### config.mk
export PLATFORM = sky130hd
export DESIGN_NAME = bcd_wdt
export DESIGN_NICKNAME = d
export VERILOG_FILES = /design/src/rtl/wdt_pkg.sv /design/src/rtl/wdt_regs.sv /design/src/rtl/wdt_counter.sv /design/src/rtl/wdt_pulse.sv /design/src/rtl/bcd_wdt.sv
export SDC_FILE = /design/constraint.sdc
export NUM_CORES = 1
export LEC_CHECK = 0
export ABC_AREA = 1
export BUFFER_PORTS_ARGS = -buffer_cell sky130_fd_sc_hd__buf_2
export CAP_MARGIN = 20
export CORE_MARGIN = 10
export CORE_UTILIZATION = 45
export DETAILED_ROUTE_END_ITERATION = 10
export GPL_ROUTABILITY_DRIVEN = 1
export PLACE_DENSITY_LB_ADDON = 0.25
export RECOVER_POWER = 100
export SYNTH_ARGS = -nofsm -noshare
export SYNTH_HDL_FRONTEND = slang
export SYNTH_HIERARCHICAL = 1
export SYNTH_SLANG_ARGS = --single-unit
### constraint.sdc
create_clock -name clk_i -period 2.3 [get_ports clk_i]
set_clock_uncertainty 0.1 [all_clocks]
set_input_delay 0.46 -clock clk_i [delete_from_list [all_inputs] [get_ports clk_i]]
set_output_delay 0.46 -clock clk_i [all_outputs]
set_load 0.01 [all_outputs]
### src/rtl/wdt_pkg.sv
package wdt_pkg;

    localparam int BYTE_W = 8;

    localparam int OFS_HUND = 'hC;
    localparam int OFS_SEC  = 'hD;
    localparam int OFS_STAT = 'hE;
    localparam int OFS_CTRL = 'hF;

    localparam int CTRL_EN_BIT    = 1;
    localparam int CTRL_STEER_BIT = 0;
    localparam int STAT_FLAG_BIT  = 1;

    typedef struct packed {
        logic [BYTE_W-1:0] sec;
        logic [BYTE_W-1:0] hund;
    } bcd_time_t;

    function automatic logic [BYTE_W-1:0] bcd_byte_dec(input logic [BYTE_W-1:0] v);
        logic [BYTE_W-1:0] r;
        if (v[3:0] == 4'd0) begin
            r = {v[7:4] - 4'd1, 4'd9};
        end else begin
            r = {v[7:4], v[3:0] - 4'd1};
        end
        return r;
    endfunction

    function automatic bcd_time_t bcd_time_dec(input bcd_time_t t);
        bcd_time_t r;
        r = t;
        if (t.hund == '0) begin
            r.hund = 8'h99;
            r.sec  = bcd_byte_dec(t.sec);
        end else begin
            r.hund = bcd_byte_dec(t.hund);
        end
        return r;
    endfunction

    function automatic logic bcd_time_zero(input bcd_time_t t);
        return (t.hund == '0) && (t.sec == '0);
    endfunction

endpackage

### src/rtl/wdt_regs.sv
module wdt_regs
    import wdt_pkg::*;
#(
    parameter int ADDR_W = 4
) (
    input  logic                clk_i,
    input  logic                rst_ni,
    input  logic                we_i,
    input  logic                re_i,
    input  logic [ADDR_W-1:0]   addr_i,
    input  logic [BYTE_W-1:0]   wdata_i,
    input  logic                expire_i,
    output bcd_time_t           prog_o,
    output logic                en_o,
    output logic                steer_o,
    output logic                flag_o,
    output logic                load_o,
    output logic [BYTE_W-1:0]   rdata_o
);

    localparam logic [ADDR_W-1:0] A_HUND = ADDR_W'(OFS_HUND);
    localparam logic [ADDR_W-1:0] A_SEC  = ADDR_W'(OFS_SEC);
    localparam logic [ADDR_W-1:0] A_STAT = ADDR_W'(OFS_STAT);
    localparam logic [ADDR_W-1:0] A_CTRL = ADDR_W'(OFS_CTRL);

    typedef struct packed {
        bcd_time_t prog;
        logic      en;
        logic      steer;
        logic      flag;
        logic      load;
    } regs_t;

    regs_t st_d, st_q;

    always_comb begin
        st_d      = st_q;
        st_d.load = 1'b0;
        if (we_i) begin
            unique case (addr_i)
                A_HUND: begin
                    st_d.prog.hund = wdata_i;
                    st_d.load      = 1'b1;
                end
                A_SEC: begin
                    st_d.prog.sec = wdata_i;
                    st_d.load     = 1'b1;
                end
                A_CTRL: begin
                    st_d.en    = wdata_i[CTRL_EN_BIT];
                    st_d.steer = wdata_i[CTRL_STEER_BIT];
                end
                default: ;
            endcase
        end
        if (re_i && (addr_i == A_STAT)) begin
            st_d.flag = 1'b0;
        end
        // A new expiry outranks a clearing read in the same cycle.
        if (expire_i) begin
            st_d.flag = 1'b1;
        end
    end

    always_ff @(posedge clk_i or negedge rst_ni) begin
        if (!rst_ni) begin
            st_q <= '0;
        end else begin
            st_q <= st_d;
        end
    end

    always_comb begin
        rdata_o = '0;
        unique case (addr_i)
            A_HUND: rdata_o = st_q.prog.hund;
            A_SEC:  rdata_o = st_q.prog.sec;
            A_STAT: rdata_o[STAT_FLAG_BIT] = st_q.flag;
            A_CTRL: begin
                rdata_o[CTRL_EN_BIT]    = st_q.en;
                rdata_o[CTRL_STEER_BIT] = st_q.steer;
            end
            default: ;
        endcase
    end

    assign prog_o  = st_q.prog;
    assign en_o    = st_q.en;
    assign steer_o = st_q.steer;
    assign flag_o  = st_q.flag;
    assign load_o  = st_q.load;

endmodule

### src/rtl/wdt_counter.sv
module wdt_counter
    import wdt_pkg::*;
(
    input  logic      clk_i,
    input  logic      rst_ni,
    input  logic      tick_i,
    input  logic      en_i,
    input  logic      load_i,
    input  bcd_time_t prog_i,
    output bcd_time_t cnt_o,
    output logic      running_o,
    output logic      expire_o
);

    typedef struct packed {
        bcd_time_t cnt;
        logic      run;
        logic      expire;
    } cnt_t;

    cnt_t st_d, st_q;
    bcd_time_t dec_w;

    always_comb begin
        dec_w       = bcd_time_dec(st_q.cnt);
        st_d        = st_q;
        st_d.expire = 1'b0;
        if (load_i) begin
            st_d.cnt = prog_i;
            st_d.run = !bcd_time_zero(prog_i);
        end else if (tick_i && en_i && st_q.run) begin
            if (bcd_time_zero(dec_w)) begin
                st_d.expire = 1'b1;
                st_d.cnt    = prog_i;
            end else begin
                st_d.cnt = dec_w;
            end
        end
    end

    always_ff @(posedge clk_i or negedge rst_ni) begin
        if (!rst_ni) begin
            st_q <= '0;
        end else begin
            st_q <= st_d;
        end
    end

    assign cnt_o     = st_q.cnt;
    assign running_o = st_q.run;
    assign expire_o  = st_q.expire;

endmodule

### src/rtl/wdt_pulse.sv
module wdt_pulse #(
    parameter int CYCLES = 8
) (
    input  logic clk_i,
    input  logic rst_ni,
    input  logic fire_i,
    output logic pulse_no
);

    localparam int CW = $clog2(CYCLES + 1);

    typedef struct packed {
        logic [CW-1:0] left;
    } pulse_t;

    pulse_t st_d, st_q;

    always_comb begin
        st_d = st_q;
        if (fire_i) begin
            st_d.left = CW'(CYCLES);
        end else if (st_q.left != '0) begin
            st_d.left = st_q.left - CW'(1);
        end
    end

    always_ff @(posedge clk_i or negedge rst_ni) begin
        if (!rst_ni) begin
            st_q <= '0;
        end else begin
            st_q <= st_d;
        end
    end

    assign pulse_no = (st_q.left == '0);

endmodule

### src/rtl/bcd_wdt.sv
module bcd_wdt
    import wdt_pkg::*;
#(
    parameter int ADDR_W     = 4,
    parameter int RST_CYCLES = 8
) (
    input  logic              clk_i,
    input  logic              rst_ni,
    input  logic              tick_i,
    input  logic              bus_we_i,
    input  logic              bus_re_i,
    input  logic [ADDR_W-1:0] bus_addr_i,
    input  logic [7:0]        bus_wdata_i,
    output logic [7:0]        bus_rdata_o,
    output logic              wd_rst_no,
    output logic              irq_o
);

    bcd_time_t prog_w;
    bcd_time_t cnt_w;
    logic      en_w;
    logic      steer_w;
    logic      flag_w;
    logic      load_w;
    logic      run_w;
    logic      expire_w;

    wdt_regs #(.ADDR_W(ADDR_W)) u_regs (
        .clk_i    (clk_i),
        .rst_ni   (rst_ni),
        .we_i     (bus_we_i),
        .re_i     (bus_re_i),
        .addr_i   (bus_addr_i),
        .wdata_i  (bus_wdata_i),
        .expire_i (expire_w),
        .prog_o   (prog_w),
        .en_o     (en_w),
        .steer_o  (steer_w),
        .flag_o   (flag_w),
        .load_o   (load_w),
        .rdata_o  (bus_rdata_o)
    );

    wdt_counter u_cnt (
        .clk_i     (clk_i),
        .rst_ni    (rst_ni),
        .tick_i    (tick_i),
        .en_i      (en_w),
        .load_i    (load_w),
        .prog_i    (prog_w),
        .cnt_o     (cnt_w),
        .running_o (run_w),
        .expire_o  (expire_w)
    );

    wdt_pulse #(.CYCLES(RST_CYCLES)) u_pulse (
        .clk_i    (clk_i),
        .rst_ni   (rst_ni),
        .fire_i   (expire_w && steer_w),
        .pulse_no (wd_rst_no)
    );

    assign irq_o = flag_w && en_w && !steer_w;

endmodule

==> metrics.md, run 1 <==
| Metric | Value |
|---|---|
| Util after Layout | `0.5288` |
| Post-Syn Area | `0.002788 mm²` |
| Initial Util | `0.4681` |
| Placed cell count | `482` |
| DRC | `0` |
| Num CTS Buffers | `5` |
| Worst-path clk slew | `90 ps` |
| Fin. Hold Viols | `0` |
| CP Capture Point | `u_cnt/cnt_o[5]` |
| Worst Tran Pin Value | `1049 ps` |
| Pre-antenna DRT Iters | `4` |
| RSZ-0062 raised after global routing | `yes` |
| Crit Reg-Reg Startpoint | `u_cnt/cnt_o[5]` |
| Worst vdd rail ir drop | `0.5404 mV` |
| Critical Path Source Type | `register` |
| Vias per std cell | `5.024` |
| I/O pin cnt | `27` |
| Mean Syn Cell Area | `7.241 µm²` |
| Max Clk Rate | `445.9 MHz` |
| Clk pwr share | `0.143` |
| Post-synth top area cell | `dfrtp_1` |
| Share of cells above drive strength 1 | `0.1944` |
| First-pass GRT wire length | `10380 µm` |
| Detailed placement HPWL | `4477 µm` |
| Fin nets | `447` |
| Area of the die | `0.009743 mm²` |
| Static Leak | `1.717 nW` |
| Final Critical Period | `2242 ps` |
| Worst path arrival time | `2380 ps` |
| Setup violations, final | `0` |
| Critical Path Start | `u_cnt/cnt_o[5]` |
| Largest net degree at the start of global routing | `43` |
| Site row count | `28` |
| Hold crit path type | `input port to register` |
| Vias | `2522` |
| Flop-to-flop setup slack | `60 ps` |
| Gate power share | `0.502` |
| Sw Ratio | `0.4464` |
| Post-route ant nets | `0` |
| Setup Crit Path Kind | `register to register` |
| Slew Limit Fails | `0` |
| Slew HR | `0.3010` |
| Clk buf depth | `2` |
| R2R depth | `14` |
| Initial antenna violation count | `0` |
| Clk sink count | `42` |
| Synth area leaders | `dfrtp_1, nand2_1, nand3_1` |
| CTS tree | `yes` |
| Non-Filler Instances | `502` |
| Placer Congestion | `0.8502` |
| Crit path required time | `2430 ps` |
| Area of the core | `0.005956 mm²` |
| Congestion Overflow GR | `0` |
| Yosys Warn Count | `6` |
| Worst setup EP type | `register` |
| Detailed Route WL | `6561 µm` |
| Netlist cell types | `29` |
| Syn_nets | `406` |
| Routed len/inst | `13.07 µm` |
| Reg2reg end | `u_cnt/cnt_o[5]` |
| Die Y | `98.71 µm` |
| Outcome | `complete, no violations` |
| Crit Path Max Fanout | `8` |
| Die span in x | `98.71 µm` |
| Post-route clock period utilization | `0.9750` |
| Hold-fix buffers, CTS | `0` |
| IO buf count | `26` |
| Max_cap viols | `0` |
| Power Total | `3.382 mW` |
| Seq/Total Area, Yosys | `0.3770` |
| Pwr dens | `1074 mW/mm²` |
| ANT cells | `0` |
| Clk Latency, worst-skew pair | `300 ps` |
| Sequential share of power | `0.355` |
| Pint | `1.872 mW` |
| Area Overhead vs Synth | `12.97%` |
| Global Route Usage Sum | `0.1243` |
| Iteration-0 DRC Markers | `187` |
| Mapped Cells | `385` |
| Depth of the CTS H-tree | `2` |
| Sw Pwr | `1.510 mW` |
| WHS | `314.5 ps` |
| Sum Neg Setup Slack | `0 ps` |
| Number of synthesized register bits | `42` |
| Number of global-route vias before repair | `2328` |
| Synth top area share | `0.3770` |
| Root buf cell | `clkbuf_8` |
flip-flops by register name, indices dropped and copies added, names as in the netlist:
name	cells
u_cnt/cnt_o	16
u_cnt/expire_o	1
u_cnt/running_o	1
u_pulse/st_q	4
u_regs/en_o	1
u_regs/flag_o	1
u_regs/load_o	1
u_regs/prog_o	16
u_regs/steer_o	1
stage by stage:
| stage | area [µm²] | setup slack, ps |
|---|---|---|
| floorplan | 2788 | 251.5 |
| global placement | 2977 | 62.29 |
| detailed placement | 2977 | -10.75 |
| CTS | 3078 | 4.057 |
| global route | 3149 | -48.93 |
| finish | 3149 | 57.53 |
critical path, stage by stage, from the launching register on:
cell       delay (ps)
dfrtp_1           430
inv_2             100
ha_4              160
nand2_4            60
nor2_4            190
buf_6             140
nand2_4            50
o21ai_2           130
nand2_2            90
nor2_4            100
nand3_4           190
clkbuf_16         230
nand3_1            70
nand3_1            80
nand2_1            70
Yosys cell counts, drive strengths merged:
cell and n:
a21oi 1, buf 8, clkbuf 2, dfrtp 42
ha 4, inv 66, nand2 136, nand3 63
nand4 6, nor2 23, nor3 4, nor4 1
o21a 1, o21ai 25, xnor2 1, xor2 2
cell usage in the layout, fill, tap and decap left out, types with 3 or more instances in the layout:
cell / synthesis / routed
nor2_1: 15 / 14
dfrtp_1: 42 / 41
nor3_1: 2 / 3
ha_1: 4 / 3
nand4_1: 6 / 6
inv_2: 4 / 7
o21ai_0: 6 / 21
nand3_1: 59 / 61
nor2_2: 3 / 4
nand2_4: 2 / 3
clkbuf_8: 0 / 5
inv_1: 61 / 58
nand2_2: 13 / 13
nand2_1: 121 / 119
buf_4: 0 / 10
buf_2: 3 / 18
nor2_4: 5 / 5
clkbuf_1: 2 / 10
worst min path at each step:
stage | from | endpoint | cells after the start
2_1_floorplan | rst_ni | u_cnt/cnt_o[0] | 0
3_3_place_gp | u_regs/load_o | u_cnt/expire_o | 1
3_5_place_dp | u_regs/load_o | u_cnt/expire_o | 1
4_1_cts | rst_ni | u_regs/prog_o[11] | 2
5_1_grt | bus_wdata_i[5] | u_regs/prog_o[13] | 3
6_report | bus_wdata_i[6] | u_regs/prog_o[14] | 3
power groups by stage:
stage               logic (mW)  registers, mW  clock network [mW]
CTS                       1.56           1.20               0.494
finish                    1.70           1.20               0.483
floorplan                 1.25           1.16                   0
global route              1.93           1.23               0.524
detailed placement        1.53           1.21                   0
global placement          1.50           1.20                   0
area by class of cell:
type	instances	area (µm²)
fillers	640	2806
multi-input cells	268	1371
flip-flops and latches	42	1052
repair buffers	43	296.5
inverters	66	249.0
well taps	75	93.84
clock buffers	6	72.57
clock inverters	2	13.76
cells by family after synthesis:
family,count (synthesis),synth area share
AND/OR/NAND/NOR,233,0.4049
buffers and inverters,76,0.1185
flip-flops,42,0.3770
AO/OA/AOI/OAI,27,0.07226
adder cells (fa/ha/maj),4,0.01795
XOR/XNOR,3,0.009427
metal layers:
metal	track usage	vias to the layer above	wire [µm]
li1	-	1283	-
met1	0.1512	1182	3008
met2	0.2133	48	3205
met3	0.02374	9	265
met4	0.04300	0	82
met5	0	-	0
what timing repair did:
| item | in CTS | in global routing |
|---|---|---|
| cloned | 0 | 3 |
| pin swaps | 1 | 12 |
| endpoints found under the setup margin | 13 | 17 |
| gates resized for setup | 0 | 23 |
| setup buffers | 2 | 7 |
Note: power is estimated with default switching activity, not from simulation.
==> inputs of run 2 (changes only) <==
--- a/config.mk
+++ b/config.mk
@@ -8,12 +8,12 @@
 export ABC_AREA = 1
 export BUFFER_PORTS_ARGS = -buffer_cell sky130_fd_sc_hd__buf_2
 export CAP_MARGIN = 20
-export CORE_MARGIN = 10
+export CORE_MARGIN = 2
 export CORE_UTILIZATION = 45
 export DETAILED_ROUTE_END_ITERATION = 10
 export GPL_ROUTABILITY_DRIVEN = 1
 export PLACE_DENSITY_LB_ADDON = 0.25
-export RECOVER_POWER = 100
+export RECOVER_POWER = 25
 export SYNTH_ARGS = -nofsm -noshare
 export SYNTH_HDL_FRONTEND = slang
 export SYNTH_HIERARCHICAL = 1
==> run 2 against run 1 <==
Against the previous run:
- critical path type unchanged
- worst hold slack got worse by 54 ps
- combinational power rose by 2%
- core utilization rose by 2.5 points
- sequential cell count did not move
- sequential power barely moved
- maximum frequency rose by 3.0%
- via count barely moved
- total power rose by 8.1%
- final cell count fell by 0.20%
- register-to-register slack improved by 60 ps
- die area fell by 30%
==> metrics.md, run 2 (synthesis gave the netlist of run 1 again) <==
| Metric | Value |
|---|---|
| Most common cell after layout, fill and taps aside | `nand2_1` |
| Static Leak | `1.785 nW (+4.0%)` |
| Worst path arrival time | `2320 ps (-60 ps)` |
| Depth of the CTS H-tree | `2 (unchanged)` |
| Placer Congestion | `0.8400 (-1.2%)` |
| Area Overhead vs Synth | `18.27%` |
| Crit Path Max Fanout | `8 (unchanged)` |
| Pint | `2.112 mW (+13%)` |
| Initial antenna violation count | `0 (unchanged)` |
| Fin area | `0.003297 mm² (+4.7%)` |
| Slew HR | `0.2433 (-0.05771)` |
| Max_cap viols | `0 (unchanged)` |
| Pwr dens | `1109 mW/mm² (+3.2%)` |
| Layout fillers | `592 (-7.5%)` |
| DRC | `0 (unchanged)` |
| Post-route ant nets | `0 (unchanged)` |
| I/O pin cnt | `27 (unchanged)` |
| Worst-path clk slew | `80 ps (about the same)` |
| Site row count | `28 (unchanged)` |
| Number of global-route vias before repair | `2323 (-0.21%)` |
| Max Clk Rate | `459.2 MHz (+3.0%)` |
| Outcome | `complete, no violations` |
| ANT cells | `0 (unchanged)` |
| Crit path largest cell delay | `410 ps (-20 ps)` |
| Die span in x | `82.71 µm (-16%)` |
| Congestion Overflow GR | `0 (unchanged)` |
| Share of cells above drive strength 1 | `0.2559 (+0.06149)` |
| Clk sink count | `42 (unchanged)` |
| Critical Path Source Type | `register` |
| Hold crit path type | `input port to asynchronous set/reset pin` |
| Setup Crit Path Kind | `register to register` |
| Clk buf depth | `2 (unchanged)` |
| Fin. Hold Viols | `0 (unchanged)` |
| Detailed Route WL | `6283 µm (-4.2%)` |
| Worst setup margin | `122.2 ps (+64.69 ps)` |
| Vias per std cell | `5.032 (+0.16%)` |
| Worst setup EP type | `register` |
| DP Area | `0.002982 mm² (+0.17%)` |
| Die Y | `82.71 µm (-16%)` |
| Top Family by Delay on Critical Path | `simple AND/OR/NAND/NOR gates` |
| Sequential share of power | `0.332 (-0.023)` |
| Num CTS Buffers | `5 (unchanged)` |
| Slew Limit Fails | `0 (unchanged)` |
| Power Total | `3.656 mW (+8.1%)` |
| Global Route Usage Sum | `0.1971 (+0.07277)` |
| Root buf cell | `clkbuf_8` |
| Detailed placement HPWL | `4432 µm (-0.99%)` |
| Gate power share | `0.476 (-0.026)` |
| Area of the core | `0.005956 mm² (unchanged)` |
| Routed len/inst | `12.54 µm (-4.0%)` |
| Pre-antenna DRT Iters | `4 (unchanged)` |
| Dpl ws | `-6.389 ps (+4.359 ps)` |
| Clk pwr share | `0.192 (+0.049)` |
| CTS tree | `yes` |
| Post-route clock period utilization | `0.9469 (-0.02813)` |
| First-pass GRT wire length | `10380 µm (about the same)` |
| Setup violations, final | `0 (unchanged)` |
| Final Critical Period | `2178 ps (-64.69 ps)` |
| Critical Path Start | `u_cnt/cnt_o[4]` |
| Clk Latency, worst-skew pair | `300 ps (about the same)` |
| Worst Tran Pin Value | `1135 ps (+86.57 ps)` |
| Crit path buf inv count | `2 (-1)` |
| Vias | `2521 (-0.040%)` |
| Worst vdd rail ir drop | `0.5283 mV (-2.3%)` |
| Fin nets | `446 (-0.22%)` |
| CP cell instances | `inv_2 > ha_4 > nand2_4 > nor2_4 > nand2_2 > o21ai_2 > nand2_2 > nor2_4 > nand3_4 > clkbuf_16 > nand3_1 > nand3_1 > nand2_1` |
| Largest net degree at the start of global routing | `23 (-47%)` |
| Area of the die | `0.006840 mm² (-30%)` |
| Crit Reg-Reg Startpoint | `u_cnt/cnt_o[4]` |
| Area occupied by multi-input gates | `0.001476 mm² (+7.7%)` |
| FF+latch area | `0.001052 mm² (unchanged)` |
| Iteration-0 DRC Markers | `145 (-22%)` |
| Most frequent cells in the layout | `nand2_1, nand3_1, inv_1` |
| Crit path required time | `2440 ps (about the same)` |
| Crit path max-delay cell type | `dfrtp_1` |
| IO buf count | `26 (unchanged)` |
| Initial Util | `0.4681 (unchanged)` |
| Sw Ratio | `0.4222 (-0.02421)` |
| Sw Pwr | `1.544 mW (+2.2%)` |
run 2: changes by cell type in the layout (fill, tap and decap cells not counted), moves of 2 or more:
cell       before  now
nand3_4         1    4
nand3_1        61   59
o21ai_0        21    6
o21ai_2         2   17
buf_2          18   25
buf_6           2    0
nor2_4          5    7
clkbuf_1       10    1
bufinv_16       0    2
run 2: final timing paths:
check                      slack (ps)               to  depth (start not counted)
min reg2reg                       330   u_cnt/expire_o                          1
max reg2reg                       120  u_cnt/cnt_o[10]                         13
min in group clk_i                330    u_regs/flag_o                          4
max in group asynchronous         670   u_cnt/cnt_o[1]                          2
min                               260  u_cnt/cnt_o[11]                          1
max                               120  u_cnt/cnt_o[10]                         13
run 2: timing repair:
item	in CTS	in global routing
hold buffers	0	0
setup buffers	0	8
cloned	0	4
gates resized for setup	0	17
setup endpoints to repair	5	17
pin swaps	1	9
run 2: routing by layer:
metal  vias up  share of wire  global-route usage
li1       1283              -                   -
met1      1166           0.46              0.2616
met2        64           0.48              0.3331
met3         8          0.043             0.03261
met4         0          0.012             0.05410
met5         -              0                   0
run 2: final cells by class:
| class | instances | area share |
|---|---|---|
| Sequential cell | 42 | 0.3192 |
| Tap cell | 75 | 0.02846 |
| Clock buffer | 5 | 0.02087 |
| Multi-Input combinational cell | 269 | 0.4478 |
| Timing Repair Buffer | 41 | 0.08691 |
| Clock inverter | 3 | 0.02087 |
| Inverter | 66 | 0.07590 |
run 2: worst register-to-register path, cell delays in order, from the launching register on:
cell and delay (ps):
dfrtp_1 410, inv_2 90, ha_4 150, nand2_4 80, nor2_4 200, nand2_2 90, o21ai_2 140, nand2_2 90
nor2_4 130, nand3_4 190, clkbuf_16 230, nand3_1 70, nand3_1 80, nand2_1 70
run 2: power by group through the flow:
stage / Sequential [mW] / Combinational (mW) / Clock (mW)
floorplan: 1.16 / 1.25 / 0
global placement: 1.21 / 1.50 / 0
detailed placement: 1.21 / 1.52 / 0
CTS: 1.20 / 1.53 / 0.725
global route: 1.25 / 1.97 / 0.747
finish: 1.21 / 1.74 / 0.703
run 2: per-stage QoR:
step / setup TNS, ps / hold WS [ps] / cells / util
6_report: 0 / 260.7 / 501 / 0.5536
5_1_grt: -0.3539 / 346.9 / 501 / 0.5536
4_1_cts: 0 / 38.42 / 489 / 0.5237
3_5_place_dp: -6.389 / 323.2 / 481 / 0.5006
3_3_place_gp: 0 / 322.9 / 481 / 0.5006
2_1_floorplan: 0 / 64.41 / 385 / -
